**src/rtl/rxtrl_pkg.sv**
```systemverilog
// Shared types and constants for the receive status trailer appender.
// Assumes 8-bit stream bytes and a fixed 4-byte trailer layout.
package rxtrl_pkg;
    localparam int BYTE_W  = 8;
    localparam int LEN_W   = 12;
    localparam int TRL_N   = 4;
    localparam int IDX_W   = $clog2(TRL_N);

    typedef enum logic {ST_PASS, ST_TRAIL} st_t;

    typedef struct packed {
        logic ovf;
        logic col;
        logic fram;
        logic fcs;
    } flags_t;
endpackage

```
**src/rtl/rxtrl_len_track.sv**
```systemverilog
// Frame byte counter with saturation.
// Counts every byte taken from the first-byte marker onward. The count
// stops at its maximum, and a saturation flag records that bytes were lost.
// Assumes take is already qualified by the handshake.
module rxtrl_len_track #(
    parameter int LEN_W = 12
) (
    input  logic             clk,
    input  logic             rst_n,
    input  logic             take,
    input  logic             first,
    output logic [LEN_W-1:0] len_q,
    output logic [LEN_W-1:0] len_next,
    output logic             sat_q
);
    localparam logic [LEN_W-1:0] LEN_MAX = {LEN_W{1'b1}};

    logic [LEN_W-1:0] base;
    logic             at_max;
    logic             sat_next;

    // Next count and saturation state if the current byte is taken.
    always_comb begin
        base     = first ? '0 : len_q;
        at_max   = (base == LEN_MAX);
        len_next = at_max ? base : base + 1'b1;
        sat_next = (first ? 1'b0 : sat_q) | at_max;
    end

    // Register the count and the saturation flag on each taken byte.
    always_ff @(posedge clk) begin
        if (!rst_n) begin
            len_q <= '0;
            sat_q <= 1'b0;
        end else if (take) begin
            len_q <= len_next;
            sat_q <= sat_next;
        end
    end

    assert_len_sat_R6: assert property (@(posedge clk) disable iff (!rst_n)
        (take && !first && len_q == LEN_MAX) |=> (sat_q && len_q == LEN_MAX));

    assert_len_restart_R2: assert property (@(posedge clk) disable iff (!rst_n)
        (take && first) |=> (len_q == 1 && !sat_q));
endmodule

```
**src/rtl/rxtrl_flag_hold.sv**
```systemverilog
// Sticky error flags for one frame.
// While active, each strobe sets its flag. On clear, the flags restart
// from the strobes of the current cycle.
module rxtrl_flag_hold
    import rxtrl_pkg::*;
(
    input  logic   clk,
    input  logic   rst_n,
    input  logic   active,
    input  logic   clear,
    input  flags_t strb,
    output flags_t flags_q
);
    // Accumulate strobes while active and restart at a frame start.
    always_ff @(posedge clk) begin
        if (!rst_n)
            flags_q <= '0;
        else if (active)
            flags_q <= clear ? strb : (flags_q | strb);
    end

    assert_flag_clear_R9: assert property (@(posedge clk) disable iff (!rst_n)
        (active && clear && strb == '0) |=> (flags_q == '0));

    assert_flag_sticky_R9: assert property (@(posedge clk) disable iff (!rst_n)
        (!clear && flags_q.col) |=> flags_q.col);
endmodule

```
**src/rtl/rxtrl_stat_cnt.sv**
```systemverilog
// Wrapping statistic counter.
// Pulses wrap for one cycle after it rolls from all-ones to zero.
module rxtrl_stat_cnt #(
    parameter int W = 8
) (
    input  logic         clk,
    input  logic         rst_n,
    input  logic         inc,
    output logic [W-1:0] cnt_q,
    output logic         wrap_q
);
    localparam logic [W-1:0] CNT_MAX = {W{1'b1}};

    // Count events and flag the rollover.
    always_ff @(posedge clk) begin
        if (!rst_n) begin
            cnt_q  <= '0;
            wrap_q <= 1'b0;
        end else begin
            wrap_q <= inc && (cnt_q == CNT_MAX);
            if (inc)
                cnt_q <= cnt_q + 1'b1;
        end
    end

    assert_wrap_zero_R8: assert property (@(posedge clk) disable iff (!rst_n)
        wrap_q |-> (cnt_q == '0));

    assert_cnt_step_R8: assert property (@(posedge clk) disable iff (!rst_n)
        (inc && cnt_q != CNT_MAX) |=> (cnt_q == $past(cnt_q) + 1'b1 && !wrap_q));

    assert_cnt_idle_R8: assert property (@(posedge clk) disable iff (!rst_n)
        !inc |=> ($stable(cnt_q) && !wrap_q));
endmodule

```
**src/rtl/rxtrl_append.sv**
```systemverilog
// Receive frame status trailer appender (top).
// Passes frame bytes through and then places a 4-byte trailer in the
// stream: count low byte; flags with count high nibble; runt count;
// collision count. Assumes in_sof marks the first byte of each frame
// and in_eof its last byte.
module rxtrl_append
    import rxtrl_pkg::*;
#(
    parameter int RUNT_MIN = 64,
    parameter int STAT_W   = 8
) (
    input  logic              clk,
    input  logic              rst_n,
    input  logic              in_valid,
    input  logic [BYTE_W-1:0] in_data,
    input  logic              in_sof,
    input  logic              in_eof,
    output logic              in_ready,
    input  logic              err_ovf,
    input  logic              err_col,
    input  logic              err_fram,
    input  logic              err_fcs,
    output logic              out_valid,
    output logic [BYTE_W-1:0] out_data,
    output logic              out_last,
    input  logic              out_ready,
    output logic              runt_wrap,
    output logic              coll_wrap
);
    localparam int NSTAT = 2;
    localparam logic [IDX_W-1:0] LAST_IDX = IDX_W'(TRL_N - 1);

    st_t              st_q;
    logic [IDX_W-1:0] idx_q;
    logic             pass;
    logic             take;
    logic [LEN_W-1:0] len_q;
    logic [LEN_W-1:0] len_next;
    logic             sat_q;
    flags_t           strb;
    flags_t           flags_q;
    logic [NSTAT-1:0]             stat_inc;
    logic [NSTAT-1:0][STAT_W-1:0] stat_cnt;
    logic [NSTAT-1:0]             stat_wrap;

    // Handshake qualification and strobe bundling.
    always_comb begin
        pass = (st_q == ST_PASS);
        take = pass && in_valid && out_ready;
        strb = '{ovf: err_ovf, col: err_col, fram: err_fram, fcs: err_fcs};
        stat_inc[0] = take && in_eof && (len_next < LEN_W'(RUNT_MIN));
        stat_inc[1] = pass && err_col;
    end

    rxtrl_len_track #(.LEN_W(LEN_W)) u_len (
        .clk      (clk),
        .rst_n    (rst_n),
        .take     (take),
        .first    (in_sof),
        .len_q    (len_q),
        .len_next (len_next),
        .sat_q    (sat_q)
    );

    rxtrl_flag_hold u_flags (
        .clk     (clk),
        .rst_n   (rst_n),
        .active  (pass),
        .clear   (take && in_sof),
        .strb    (strb),
        .flags_q (flags_q)
    );

    for (genvar g = 0; g < NSTAT; g++) begin : g_stat
        rxtrl_stat_cnt #(.W(STAT_W)) u_cnt (
            .clk    (clk),
            .rst_n  (rst_n),
            .inc    (stat_inc[g]),
            .cnt_q  (stat_cnt[g]),
            .wrap_q (stat_wrap[g])
        );
    end

    assign runt_wrap = stat_wrap[0];
    assign coll_wrap = stat_wrap[1];

    // Sequence frame pass-through and the trailer bytes.
    always_ff @(posedge clk) begin
        if (!rst_n) begin
            st_q  <= ST_PASS;
            idx_q <= '0;
        end else if (pass) begin
            if (take && in_eof) begin
                st_q  <= ST_TRAIL;
                idx_q <= '0;
            end
        end else if (out_ready) begin
            if (idx_q == LAST_IDX)
                st_q <= ST_PASS;
            idx_q <= idx_q + 1'b1;
        end
    end

    // Output mux: frame byte or trailer byte selected by index.
    always_comb begin
        in_ready  = pass && out_ready;
        out_valid = pass ? in_valid : 1'b1;
        out_last  = !pass && (idx_q == LAST_IDX);
        out_data  = in_data;
        if (!pass) begin
            case (idx_q)
                2'd0:    out_data = len_q[BYTE_W-1:0];
                2'd1:    out_data = {flags_q.ovf | sat_q, flags_q.col,
                                     flags_q.fram, flags_q.fcs,
                                     len_q[LEN_W-1:BYTE_W]};
                2'd2:    out_data = stat_cnt[0];
                default: out_data = stat_cnt[1];
            endcase
        end
    end

    assert_trail_hold_R7: assert property (@(posedge clk) disable iff (!rst_n)
        (!pass && !out_ready) |=> (out_valid && $stable(out_data) && $stable(out_last)));

    assert_trail_single_R5: assert property (@(posedge clk) disable iff (!rst_n)
        (out_valid && out_last && out_ready) |=> !out_last);

    assert_trail_follows_R5: assert property (@(posedge clk) disable iff (!rst_n)
        (in_valid && in_ready && in_eof) |=> (out_valid && !in_ready));
endmodule

```
**config.mk**
```make
export PLATFORM = sky130hd
export DESIGN_NAME = rxtrl_append
export DESIGN_NICKNAME = d
export VERILOG_FILES = /design/src/rtl/rxtrl_pkg.sv /design/src/rtl/rxtrl_len_track.sv /design/src/rtl/rxtrl_flag_hold.sv /design/src/rtl/rxtrl_stat_cnt.sv /design/src/rtl/rxtrl_append.sv
export SDC_FILE = /design/constraint.sdc
export NUM_CORES = 1
export LEC_CHECK = 0
export ABC_CLOCK_PERIOD_IN_PS = 3500
export BUFFER_PORTS_ARGS = -buffer_cell sky130_fd_sc_hd__buf_4
export CAP_MARGIN = 30
export CORE_AREA = 2 2 119 63
export CTS_CLUSTER_SIZE = 40
export DETAILED_ROUTE_END_ITERATION = 7
export DIE_AREA = 0 0 121 65
export PLACE_DENSITY = 0.53
export SLEW_MARGIN = 20
export SYNTH_ARGS = -nofsm -noshare
export SYNTH_HDL_FRONTEND = slang
export SYNTH_SLANG_ARGS = --single-unit
```
**constraint.sdc**
```tcl
create_clock -name clk -period 3.5 [get_ports clk]
set_input_delay 0.175 -clock clk [delete_from_list [all_inputs] [get_ports clk]]
set_output_delay 0.175 -clock clk [all_outputs]
set_load 0.05 [all_outputs]
```
==> qor.csv <==
stage,metric,value,unit
clock_network,clk_latency,0.28,ns
global_route,grt_usage,17.3,%
synth,synth_top_area_share,32.5,%
place,hpwl,4790,microns
final_layout,area_delta_synth_final,17.6,%
drt,drt_pre_antenna_iters,7,
clock_network,cts_resized,0,
pwr,sw_frac_of_total,25.9,%
global_route,grt_pass1_vias,1921,
final_layout,nFillCells,720,
final_layout,multiInputGateArea,1450,sq um
synth,syn_nets,312,
min_path,hp-class,input pin to register,
final_layout,nets,335,
place,dpl.cell_count,398,
setup_path,setup.worst_path.end_class,register,
global_route,grt_max_degree,24,
synth,synth_top_cell_by_area,dfxtp_1,
setup_path,path_class,register to register,
drt,vias,2213,
clock_network,numCtsBuffers,5,
clock_network,clk_pin_slew,0.06,ns
drt,dr.first_iter.drc_count,250,
synth,yosys_warnings,0,
pwr,ir_worst_vdd,0.218,mV
final_layout,register_area,761,sq um
place,portBuffers,30,
synth,synthArstFlopShare,0,%
synth,syn_area_per_cell,8.19,sq um
timing,worstMarginPinSlew,0.684,ns
timing,min_period,2.86,ns
synth,yosys_register_bits,38,
drt,wirelength,6430,microns
pwr,p_leak,1.01,nW
timing,setup-violations-final,0,
synth,synth_top_cells_by_count,"dfxtp_1 (38), nand2_1 (28), nor2_1 (24)",
timing,rsz0062_at_grt,false,
drt,drtAntennaViolNets,0,
setup_path,critPathLaunchType,register,
setup_path,cp.arrival,3.07,ns
synth,synth_edf_count,0,
drt,wl_per_cell,15.8,microns
timing,fin_skew,0.00601,ns
floorplanning,core,6960,sq um
synth,syn_area,2340,sq um
global_route,grt_pass1_wl,10400,microns
drt,drc_errors,0,
floorplanning,top_level_ports,31,
clock_network,cts_setup_buffers,0,
place,place.gp.congestion,0.875,
floorplanning,dieHeight,65,microns
clock_network,cts_tree,done,
synth,syn_inst,286,
clock_network,cts.sinks,38,
setup_path,r2r_setup_slack,0.64,ns
timing,timing.final.crit_share,81.8,%
timing,report.final.hold_viol_count,0,
pwr,p_clk_share,43.6,%
floorplanning,dieArea,7870,sq um
timing,slew_headroom,54.0,%
floorplanning,die_w,121,microns
synth,yosysMostFrequentCell,dfxtp_1,
floorplanning,core.rowCount,22,
synth,yosysSeqAreaShare,32.5,%
synth,synth_area_leaders,"dfxtp_1 (32%), a21oi_1 (4.7%), nand2_1 (4.5%), ha_1 (4.3%), o21ai_0 (3.8%)",
drt,vias_per_cell,5.45,
pwr,internal-power,0.777,mW
final_layout,instances_no_fill,406,
synth,yosys_most_used_dff,dfxtp_1,
pwr,p_comb_share,13.2,%
setup_path,required,3.71,ns
global_route,grt_overflow,0,
pwr,power_switching,0.272,mW
clock_network,hold_buffers,0,
clock_network,htree_levels,2,
job,max_cap_viol_count,0,
final_layout,diodes,0,
final_layout,drive_gt1_share,19.4,%
setup_path,cp_max_fo,17,
clock_network,root_buffer,clkbuf_16,
timing,fin_setup_tns,0,ns
floorplanning,start_util,33.7,%
global_route,antenna_found_initial,0,
synth,synth_cell_types,60,
clock_network,cts_max_path_buffers,2,
timing,max_freq,349,MHz
pwr,seqPwrFrac,43.2,%
status,outcome,completed,
pwr,pwr_density_cell,381,nW/um^2
timing,finalMaxSlewViolations,0,
==> logic make-up after synthesis <==
| kind of cell | share of synthesized area, % |
|---|---|
| compound gates | 21.5 |
| xor+xnor | 2.62 |
| fa+ha+maj | 4.27 |
| buf+inv | 5.82 |
| flops | 32.5 |
| mux | 4.43 |
| simple gates | 28.9 |
==> final timing paths <==
check,startpoint,endpoint,depth (start not counted)
max,u_len.len_q[0]$_SDFFE_PN0P_,g_stat[0].u_cnt.cnt_q[7]$_SDFFE_PN0P_,8
min,out_ready,st_q$_SDFF_PN0_,2
max reg2reg,u_len.len_q[0]$_SDFFE_PN0P_,g_stat[0].u_cnt.cnt_q[7]$_SDFFE_PN0P_,8
min reg2reg,g_stat[1].u_cnt.cnt_q[7]$_SDFFE_PN0P_,g_stat[1].u_cnt.wrap_q$_SDFF_PN0_,2
==> layout make-up <==
cell class | instances | area share [%]
sequential | 38 | 27.6
inverter | 11 | 1.50
multi-input combinational | 221 | 52.5
clock buffer | 7 | 5.17
timing repair buffer | 32 | 8.72
clock inverter | 1 | 0.182
tap | 96 | 4.36
==> power groups by stage <==
stage	Clock [mW]	Combinational, mW	Sequential, mW
finish	0.458	0.138	0.453
global route	0.490	0.150	0.454
CTS	0.470	0.138	0.453
detailed placement	0	0.137	0.462
global placement	0	0.137	0.462
floorplan	0	0.0970	0.460
==> cells in the final DEF, fill, tap and decap left out, types with 4 or more instances in the layout <==
| master | n |
|---|---|
| nor2_1 | 24 |
| buf_4 | 32 |
| nand4_1 | 6 |
| o21ai_0 | 18 |
| nand2_1 | 28 |
| a21oi_1 | 22 |
| a222oi_1 | 7 |
| dfxtp_1 | 38 |
| mux2_2 | 7 |
| or3_1 | 5 |
| xor2_1 | 4 |
| nand3_1 | 13 |
| nor2b_1 | 7 |
| or4_1 | 7 |
| and2_1 | 4 |
| inv_1 | 10 |
| o31ai_1 | 6 |
| ha_1 | 8 |
| nor3_1 | 4 |
| clkbuf_16 | 5 |
==> critical path, cell delays in order, from the launching register on <==
cell       delay [ns]
dfxtp_1          0.38
nor2b_1          0.15
ha_1             0.19
nand3b_1         0.18
or4_4            0.55
mux2_4           0.22
o2111ai_2        0.38
or4_1            0.60
a21oi_1          0.15
==> metrics by stage <==
step           hold WS [ns]  instance area [sq um]  util [%]  power, mW  setup WS (ns)
4_1_cts               0.113                   2760      39.6       1.06          0.672
3_5_place_dp          0.409                   2610      37.5      0.600          0.686
5_1_grt               0.115                   2760      39.6       1.09          0.395
6_report              0.122                   2760      39.6       1.05          0.639
3_3_place_gp          0.402                   2610      37.5      0.599          0.741
2_1_floorplan         0.272                   2340         -      0.557          0.990
==> registers in the layout, indices dropped and copies added (netlist names) <==
register and flops:
idx_q 2, u_len.sat_q 1, u_len.len_q 12, st_q 1, u_flags.flags_q 4, g_stat.u_cnt.wrap_q 2
g_stat.u_cnt.cnt_q 16
==> metal layers <==
metal | part of all wire [%] | vias to the layer above | wire length (microns) | track usage (%)
met1 | 56 | 1021 | 3630 | 29.0
met3 | 8.0 | 6 | 514 | 4.93
li1 | - | 1110 | - | -
met2 | 35 | 76 | 2250 | 20.2
met4 | 0.65 | 0 | 42 | 3.05
met5 | 0 | - | 0 | 0
Note: power is estimated with default switching activity, not from simulation.
